[config.mk]
export PLATFORM = sky130hd
export DESIGN_NAME = fm_timer_unit
export DESIGN_NICKNAME = d
export VERILOG_FILES = /design/src/rtl/fm_timer_pkg.sv /design/src/rtl/fm_tick_gen.sv /design/src/rtl/fm_preset_counter.sv /design/src/rtl/fm_timer_unit.sv
export SDC_FILE = /design/constraint.sdc
export NUM_CORES = 1
export LEC_CHECK = 0
export ABC_CLOCK_PERIOD_IN_PS = 2500
export BUFFER_PORTS_ARGS = -buffer_cell sky130_fd_sc_hd__buf_2
export CORE_MARGIN = 1
export CORE_UTILIZATION = 60
export DETAILED_ROUTE_END_ITERATION = 8
export PLACE_DENSITY = 0.79
export SKIP_LAST_GASP = 1
export SYNTH_ARGS = -nofsm -noshare
export SYNTH_HDL_FRONTEND = slang
export SYNTH_SLANG_ARGS = --single-unit
[constraint.sdc]
create_clock -name clk_i -period 2.5 [get_ports clk_i]
set_input_delay 0.5 -clock clk_i [delete_from_list [all_inputs] [get_ports clk_i]]
set_output_delay 0.5 -clock clk_i [all_outputs]
set_load 0.005 [all_outputs]
[src/rtl/fm_timer_pkg.sv]
package fm_timer_pkg;
  localparam logic [7:0] IDX_PRE_FAST = 8'h02;
  localparam logic [7:0] IDX_PRE_SLOW = 8'h03;
  localparam logic [7:0] IDX_CTRL     = 8'h04;

  localparam int CTL_CLEAR = 7;
  localparam logic [4:0] ID_CODE = 5'b00110;

  localparam int NUM_TMR = 2;

  // timer 0 = fast, timer 1 = slow
  function automatic logic [7:0] preset_idx(input int t);
    return (t == 0) ? IDX_PRE_FAST : IDX_PRE_SLOW;
  endfunction

  function automatic int start_bit(input int t);
    return (t == 0) ? 0 : 1;
  endfunction

  function automatic int mask_bit(input int t);
    return (t == 0) ? 6 : 5;
  endfunction
endpackage

[src/rtl/fm_tick_gen.sv]
module fm_tick_gen #(
  parameter longint unsigned CLK_HZ  = 50_000_000,
  parameter int              BASE_US = 80,
  parameter int              RATIO   = 4
) (
  input  logic clk_i,
  input  logic rst_ni,
  output logic fast_o,
  output logic slow_o
);
  localparam longint unsigned FAST_DIV = (CLK_HZ / 1000) * BASE_US / 1000;
  localparam int DIV_W = (FAST_DIV > 1) ? $clog2(FAST_DIV) : 1;
  localparam int RAT_W = (RATIO > 1) ? $clog2(RATIO) : 1;

  logic [DIV_W-1:0] div_q;
  logic [RAT_W-1:0] sub_q;
  logic sub_wrap;

  assign fast_o   = (div_q == DIV_W'(FAST_DIV - 1));
  assign sub_wrap = (sub_q == RAT_W'(RATIO - 1));
  assign slow_o   = fast_o & sub_wrap;

  always_ff @(posedge clk_i or negedge rst_ni) begin
    if (!rst_ni) begin
      div_q <= '0;
      sub_q <= '0;
    end else begin
      div_q <= fast_o ? '0 : div_q + 1'b1;
      if (fast_o) sub_q <= sub_wrap ? '0 : sub_q + 1'b1;
    end
  end
endmodule

[src/rtl/fm_preset_counter.sv]
module fm_preset_counter #(
  parameter int W = 8
) (
  input  logic         clk_i,
  input  logic         rst_ni,
  input  logic         tick_i,
  input  logic         run_i,
  input  logic         load_i,
  input  logic [W-1:0] preset_i,
  output logic         ovf_o
);
  logic [W-1:0] cnt_q;
  logic at_top;

  assign at_top = &cnt_q;
  assign ovf_o  = tick_i & run_i & ~load_i & at_top;

  always_ff @(posedge clk_i or negedge rst_ni) begin
    if (!rst_ni)               cnt_q <= '0;
    else if (load_i)           cnt_q <= preset_i;
    else if (tick_i && run_i)  cnt_q <= at_top ? preset_i : cnt_q + 1'b1;
  end
endmodule

[src/rtl/fm_timer_unit.sv]
module fm_timer_unit
  import fm_timer_pkg::*;
#(
  parameter longint unsigned CLK_HZ     = 50_000_000,
  parameter int              BASE_US    = 80,
  parameter int              SLOW_RATIO = 4,
  parameter int              DATA_W     = 8
) (
  input  logic              clk_i,
  input  logic              rst_ni,
  input  logic              addr_i,
  input  logic              wr_i,
  input  logic [DATA_W-1:0] wdata_i,
  output logic [DATA_W-1:0] rdata_o,
  output logic              irq_o
);
  localparam int ID_W = DATA_W - 3;

  logic [DATA_W-1:0]               idx_q;
  logic [NUM_TMR-1:0][DATA_W-1:0]  preset_q;
  logic [NUM_TMR-1:0]              start_q, mask_q, flag_q;
  logic [NUM_TMR-1:0]              new_start, new_mask, load, ovf, tick;
  logic fast_tick, slow_tick;
  logic data_wr, ctrl_wr, clr, cfg_wr;

  fm_tick_gen #(.CLK_HZ(CLK_HZ), .BASE_US(BASE_US), .RATIO(SLOW_RATIO)) i_tick (
    .clk_i (clk_i),
    .rst_ni(rst_ni),
    .fast_o(fast_tick),
    .slow_o(slow_tick)
  );

  assign data_wr = wr_i & addr_i;
  assign ctrl_wr = data_wr & (idx_q == DATA_W'(IDX_CTRL));
  assign clr     = ctrl_wr & wdata_i[CTL_CLEAR];
  assign cfg_wr  = ctrl_wr & ~wdata_i[CTL_CLEAR];

  for (genvar t = 0; t < NUM_TMR; t++) begin : g_tmr
    assign tick[t]      = (t == 0) ? fast_tick : slow_tick;
    assign new_start[t] = wdata_i[start_bit(t)];
    assign new_mask[t]  = wdata_i[mask_bit(t)];
    assign load[t]      = cfg_wr & new_start[t] & ~start_q[t];

    fm_preset_counter #(.W(DATA_W)) i_cnt (
      .clk_i   (clk_i),
      .rst_ni  (rst_ni),
      .tick_i  (tick[t]),
      .run_i   (start_q[t]),
      .load_i  (load[t]),
      .preset_i(preset_q[t]),
      .ovf_o   (ovf[t])
    );
  end

  always_ff @(posedge clk_i or negedge rst_ni) begin
    if (!rst_ni) begin
      idx_q    <= '0;
      preset_q <= '0;
      start_q  <= '0;
      mask_q   <= '0;
      flag_q   <= '0;
    end else begin
      if (wr_i && !addr_i) idx_q <= wdata_i;
      for (int t = 0; t < NUM_TMR; t++) begin
        if (data_wr && idx_q == DATA_W'(preset_idx(t))) preset_q[t] <= wdata_i;
        // clear outranks a same-cycle wrap
        if (clr)                          flag_q[t] <= 1'b0;
        else if (ovf[t] && !mask_q[t])    flag_q[t] <= 1'b1;
      end
      if (cfg_wr) begin
        start_q <= new_start;
        mask_q  <= new_mask;
      end
    end
  end

  logic [DATA_W-1:0] status;
  assign irq_o   = |flag_q;
  assign status  = {irq_o, flag_q[0], flag_q[1], ID_W'(ID_CODE)};
  assign rdata_o = addr_i ? '0 : status;
endmodule

# == Word-level counts from Yosys, hierarchy flattened ==
# Index checks and enable logic that the tools add are counted.
# Widths: inputs -> output; s select.
# totals
input_bits,12
out_inout_bits,9
reg_bits,60
wordCells,70
# op_classes
reduce_logical,17
add_sub_neg,4
n_bitwise,20
n_eq_ne,5
muxes,13
# ops
cell,n
$mux 8,7
$add 8x1->8 const B,2
$eq 8x2->1 const B,2
$reduce_and 8->1,2
$and 1x1->1,15
$add 12x1->12 const B,1
$eq 12x12->1 const B,1
$mux 12,1
$eq 8x3->1 const B,1
$reduce_bool 2->1,4
$logic_and 1x1->1,7
$not 1->1,5
$mux 1,4
$logic_not 1->1,3
$add 2x1->2 const B,1
$eq 2x2->1 const B,1
$mux 2,1
$reduce_or 2->1,1

# == Depth between registers and ports, before layout ==
# depth
depth_word,11
ltp_mapped,8

# == Cells and area by module ==
# A second synthesis with hierarchy kept.
# hier_totals
cells_unflattened,276
area_unflattened_um2,3069.2
# modules_own_cells
module,instances,seq_area_each_um2,cells_per_inst,area_per_inst_um2
fm_timer_unit,1,750.7,87,1286.2
fm_tick_gen,1,350.3,66,709.4
fm_preset_counter at g_tmr[1].i_cnt,1,200.2,63,538.0
fm_preset_counter at g_tmr[0].i_cnt,1,200.2,60,535.5

# == Least setup slack after synthesis ==
# OpenSTA, ideal clock, no wires.
# synth_timing
kind,register -> register
start,reg i_tick.div_q[5]
end,reg g_tmr[1].i_cnt.cnt_q[1]
setup_time_ns,0.136
synth_period_minus_slack_ns,2.065
path_stages_with_launch,7
path_slack_ns,0.435
t_arrival_ns,1.929
required_ns,2.364
cell_sequence,dfrtp_1 > or3b_4 > or4_4 > buf_6 > or3_1 > o21ai_1 > a22oi_1
# synth_via
elab_chain_cells,4
# synth_rtl
element,line_no,text
start: declaration,fm_tick_gen.sv:15,logic [DIV_W-1:0] div_q;
start signal: assignment,fm_tick_gen.sv:28,div_q <= fast_o ? '0 : div_q + 1'b1;
$eq 12x12->1,fm_tick_gen.sv:19,assign fast_o = (div_q == DIV_W'(FAST_DIV - 1));
$and 1x1->1,fm_tick_gen.sv:21,assign slow_o = fast_o & sub_wrap;
$logic_and 1x1->1,fm_preset_counter.sv:21,else if (tick_i && run_i) cnt_q <= at_top ? preset_i : cnt_q + 1'b1;
$reduce_bool 2->1 (no source line),-,
end signal: assignment,fm_preset_counter.sv:20,else if (load_i) cnt_q <= preset_i;
end signal: assignment,fm_preset_counter.sv:21,
end: declaration,fm_preset_counter.sv:12,logic [W-1:0] cnt_q;
# No other way between the ends.
# A chain may end at the register's enable or synchronous reset.

# == Worst setup path in the final report ==
# layout_timing
start,reg i_tick.div_q[0]
end,reg g_tmr[0].i_cnt.cnt_q[4]
# layout_via
elab_chain_cells,3
# layout_rtl
element,line_no
$eq 12x12->1,fm_tick_gen.sv:19
$logic_and 1x1->1,fm_preset_counter.sv:21
$reduce_bool 2->1 (no source line),-
end signal: assignment,fm_preset_counter.sv:20
end signal: assignment,fm_preset_counter.sv:21
end: declaration,fm_preset_counter.sv:12
# No other way between the ends.

==> results.json <==
{
  "clock.fmax_mhz": 469,
  "power.density_mw_per_mm2": 588,
  "setup_ws_ns": 0.368,
  "grt_max_degree": 37,
  "globalRouteMet2Util_pct": 41.1,
  "pwr-share-seq_pct": 54.8,
  "clock-sinks": 60,
  "dr_total_vias": 2205,
  "first_global_vias": 2116,
  "post-place-ws_ns": 0.415,
  "r2r_cells": 6,
  "synth.distinct_cells": 50,
  "outcome": "finished clean",
  "post_cts_resize_count": 0,
  "place.gp.congestion": 0.856,
  "cts_tree": "built",
  "clkPwrFrac_pct": 38.3,
  "cts_buffers": 9,
  "worstSetupEndpoint": "g_tmr[0].i_cnt.cnt_q[4]",
  "vias_per_cell": 6.01,
  "leakage_nw": 1.54,
  "critPathArrivalTime_ns": 2.41,
  "period_minus_slack_ns": 2.13,
  "io_buffers": 17,
  "holdBufCountCts": 0,
  "placementRows": 25,
  "power_frac_comb_pct": 6.9,
  "dpl.hpwl_um": 4280,
  "die_w_um": 72.3,
  "grtUsageMet3_pct": 5.42,
  "syn_area_mm2": 0.00297,
  "crit_start": "i_tick.div_q[0]",
  "max_slew.worst_pin.slew_ns": 0.581,
  "root_buffer": "clkbuf_8",
  "internal-power_mw": 1.44,
  "dieHeight_um": 72.3,
  "core_mm2": 0.00475,
  "ys_async_sr_fraction_pct": 100,
  "r2r_slack_ns": 0.37,
  "p_sw_share_pct": 25.7,
  "worstReg2RegStart": "i_tick.div_q[0]",
  "crit_fanout": 9,
  "relSlewSlack_pct": 60.9,
  "drv_cap": 0,
  "cp.buffers_inverters": 0,
  "power_mw": 1.94,
  "start_util_pct": 62.4,
  "critPathCaptureType": "register",
  "path_depth": 6,
  "wl_um": 6010,
  "post_cts_buffers": 0,
  "seq_area_frac_synth_pct": 50.6,
  "hold_violations": 0,
  "htree_levels": 3,
  "dr.pass1.iters": 4,
  "final_nets": 311,
  "crit_slowest_cell": "or3_1",
  "cp_top_family": "simple AND/OR/NAND/NOR gates",
  "drt-initial-drc-count": 161,
  "ys.flop_type": "dfrtp_1",
  "dieArea_mm2": 0.00523,
  "wire_per_inst_um": 16.4,
  "area_growth_syn_to_layout_pct": 11.5,
  "grt_busiest_layer": "met2",
  "ys_ff_latch": 60,
  "path_cells": "ha_1, and4_1, nand4_1, or3_1, a21oi_1, a21o_1",
  "setup_viol": 0,
  "r2r-end": "g_tmr[0].i_cnt.cnt_q[4]",
  "drc_errors": 0,
  "tns_ns": 0,
  "yosys_warnings": 0,
  "ant_nets": 0,
  "synth_edf_count": 0,
  "rsz0062_at_grt": "no",
  "clk_latency_ns": 0.34,
  "cpPeakStageDelay_ns": 0.46,
  "fin_skew_ns": 0.0117,
  "switchingPower_uw": 501,
  "synth_cells": 270,
  "period_share_pct": 85.3,
  "grt_use_met1_pct": 34.6,
  "n_antenna_cell": 0,
  "clockBufferDepth": 2,
  "critPathKind": "register to register",
  "avgSynthCellArea_um2": 11.0,
  "grt_remaining_overflow": 0,
  "antenna_found_initial": 0,
  "ir_drop_uv": 516,
  "min-delay-path-class": "primary input to asynchronous set/reset pin",
  "required_ns": 2.78,
  "drv_slew": 0,
  "cp-start-kind": "register",
  "grt_util_all_layers_pct": 26.2,
  "ioPinCount": 21,
  "drive_gt1_share_pct": 25.7,
  "grt_pass1_wl_um": 10100,
  "clk_pin_slew_ns": 0.07
}
[power groups by stage]
stage                     sequential (mW)  clock (mW)  combinational [mW]
after global placement               1.08           0               0.131
after global routing                 1.07       0.800               0.151
after floorplan                      1.07           0              0.0847
after CTS                            1.06       0.759               0.137
final                                1.06       0.745               0.134
after detailed placement             1.08           0               0.136
[layer usage]
metal | routed length [um] | vias up
li1 | - | 1047
met1 | 2760 | 1074
met2 | 2870 | 69
met3 | 251 | 15
met4 | 137 | 0
met5 | 0 | -
[through the flow]
stage          utilization [%]  hold WS (ns)  cell area, um^2  cells
6_report                  69.5         0.156             3310    367
3_3_place_gp              66.0         0.460             3140    351
5_1_grt                   69.5         0.185             3310    367
2_1_floorplan                -         0.204             2970    272
4_1_cts                   69.5         0.159             3310    367
3_5_place_dp              66.0         0.478             3140    351
[worst min-delay path by stage]
stage / depth (start not counted) / slack [ns] / endpoint / startpoint
floorplan: 0 / 0.20 / flag_q[0] / rst_ni
global placement: 1 / 0.46 / g_tmr[0].i_cnt.cnt_q[2] / preset_q[2]
detailed placement: 1 / 0.48 / g_tmr[0].i_cnt.cnt_q[5] / preset_q[5]
CTS: 1 / 0.16 / flag_q[0] / rst_ni
global route: 1 / 0.18 / preset_q[8] / rst_ni
finish: 1 / 0.16 / preset_q[14] / rst_ni
[synth_stat cells, drive strengths merged (2+ instances only)]
| cell type | number | area, um^2 |
|---|---|---|
| a211o | 3 | 26.3 |
| a211oi | 2 | 15.0 |
| a21boi | 2 | 15.0 |
| a21o | 3 | 22.5 |
| a21oi | 6 | 30.0 |
| a2bb2oi | 3 | 26.3 |
| a31oi | 2 | 12.5 |
| and2 | 3 | 21.3 |
| and3 | 8 | 50.1 |
| and4 | 5 | 43.8 |
| buf | 5 | 41.3 |
| clkbuf | 7 | 27.5 |
| dfrtp | 60 | 1500 |
| ha | 4 | 50.1 |
| inv | 4 | 15.0 |
| mux2 | 30 | 338 |
| nand2 | 18 | 67.6 |
| nand3 | 13 | 65.1 |
| nand4 | 12 | 75.1 |
| nor2 | 14 | 52.6 |
| nor2b | 4 | 25.0 |
| nor3 | 7 | 35.0 |
| nor3b | 7 | 52.6 |
| nor4 | 2 | 12.5 |
| o211ai | 2 | 15.0 |
| o21ai | 10 | 50.0 |
| o22a | 2 | 17.5 |
| o31ai | 2 | 15.0 |
| or2 | 3 | 18.8 |
| or3 | 4 | 25.0 |
| xnor2 | 3 | 26.3 |
| xor2 | 6 | 52.6 |
[logic make-up after synthesis]
logic type / Yosys count / share of synthesized area (%)
AND/OR/NAND/NOR: 107 / 20.6
adder cells (fa/ha/maj): 4 / 1.69
flip-flops: 60 / 50.6
XOR/XNOR: 9 / 2.66
buffers and inverters: 16 / 2.83
AO/OA/AOI/OAI: 43 / 10.0
other: 1 / 0.126
multiplexers: 30 / 11.4
[state kept, by name (all words and copies together), names as in the netlist]
| name | cells |
|---|---|
| flag_q | 2 |
| start_q | 2 |
| idx_q | 8 |
| i_tick.sub_q | 2 |
| mask_q | 2 |
| i_tick.div_q | 12 |
| preset_q | 16 |
| g_tmr.i_cnt.cnt_q | 16 |
[cell usage in the layout (no fill, tap or decap), drive strengths merged, types with 2 or more instances in the layout]
cell,netlist,routed
a31oi,2,2
o31ai,2,2
dfrtp,60,60
and2,3,3
a2bb2oi,3,3
a21boi,2,2
conb,1,3
mux2,30,30
xor2,6,6
buf,5,24
nor3,7,7
nand4,12,12
clkinv,0,5
a21o,3,3
o22a,2,2
clkinvlp,0,2
nor2b,4,4
xnor2,3,3
clkbuf,7,9
a211o,3,3
o211ai,2,2
nor4,2,2
and4,5,5
ha,4,4
o21ai,10,10
or3,4,4
nor2,14,14
nand3,13,13
a211oi,2,2
a21oi,6,6
inv,4,4
and3,8,8
nand2,18,18
nor3b,7,7
or2,3,3
[final cells by class]
type                    count  area [um^2]
clock buffers               9          124
clock inverters             7         43.8
fillers                   385         1450
inverters                   4         15.0
multi-input cells         196         1390
flip-flops and latches     60         1500
well taps                  67         83.8
repair buffers             24          150
Power figures use the tool's default switching activity.
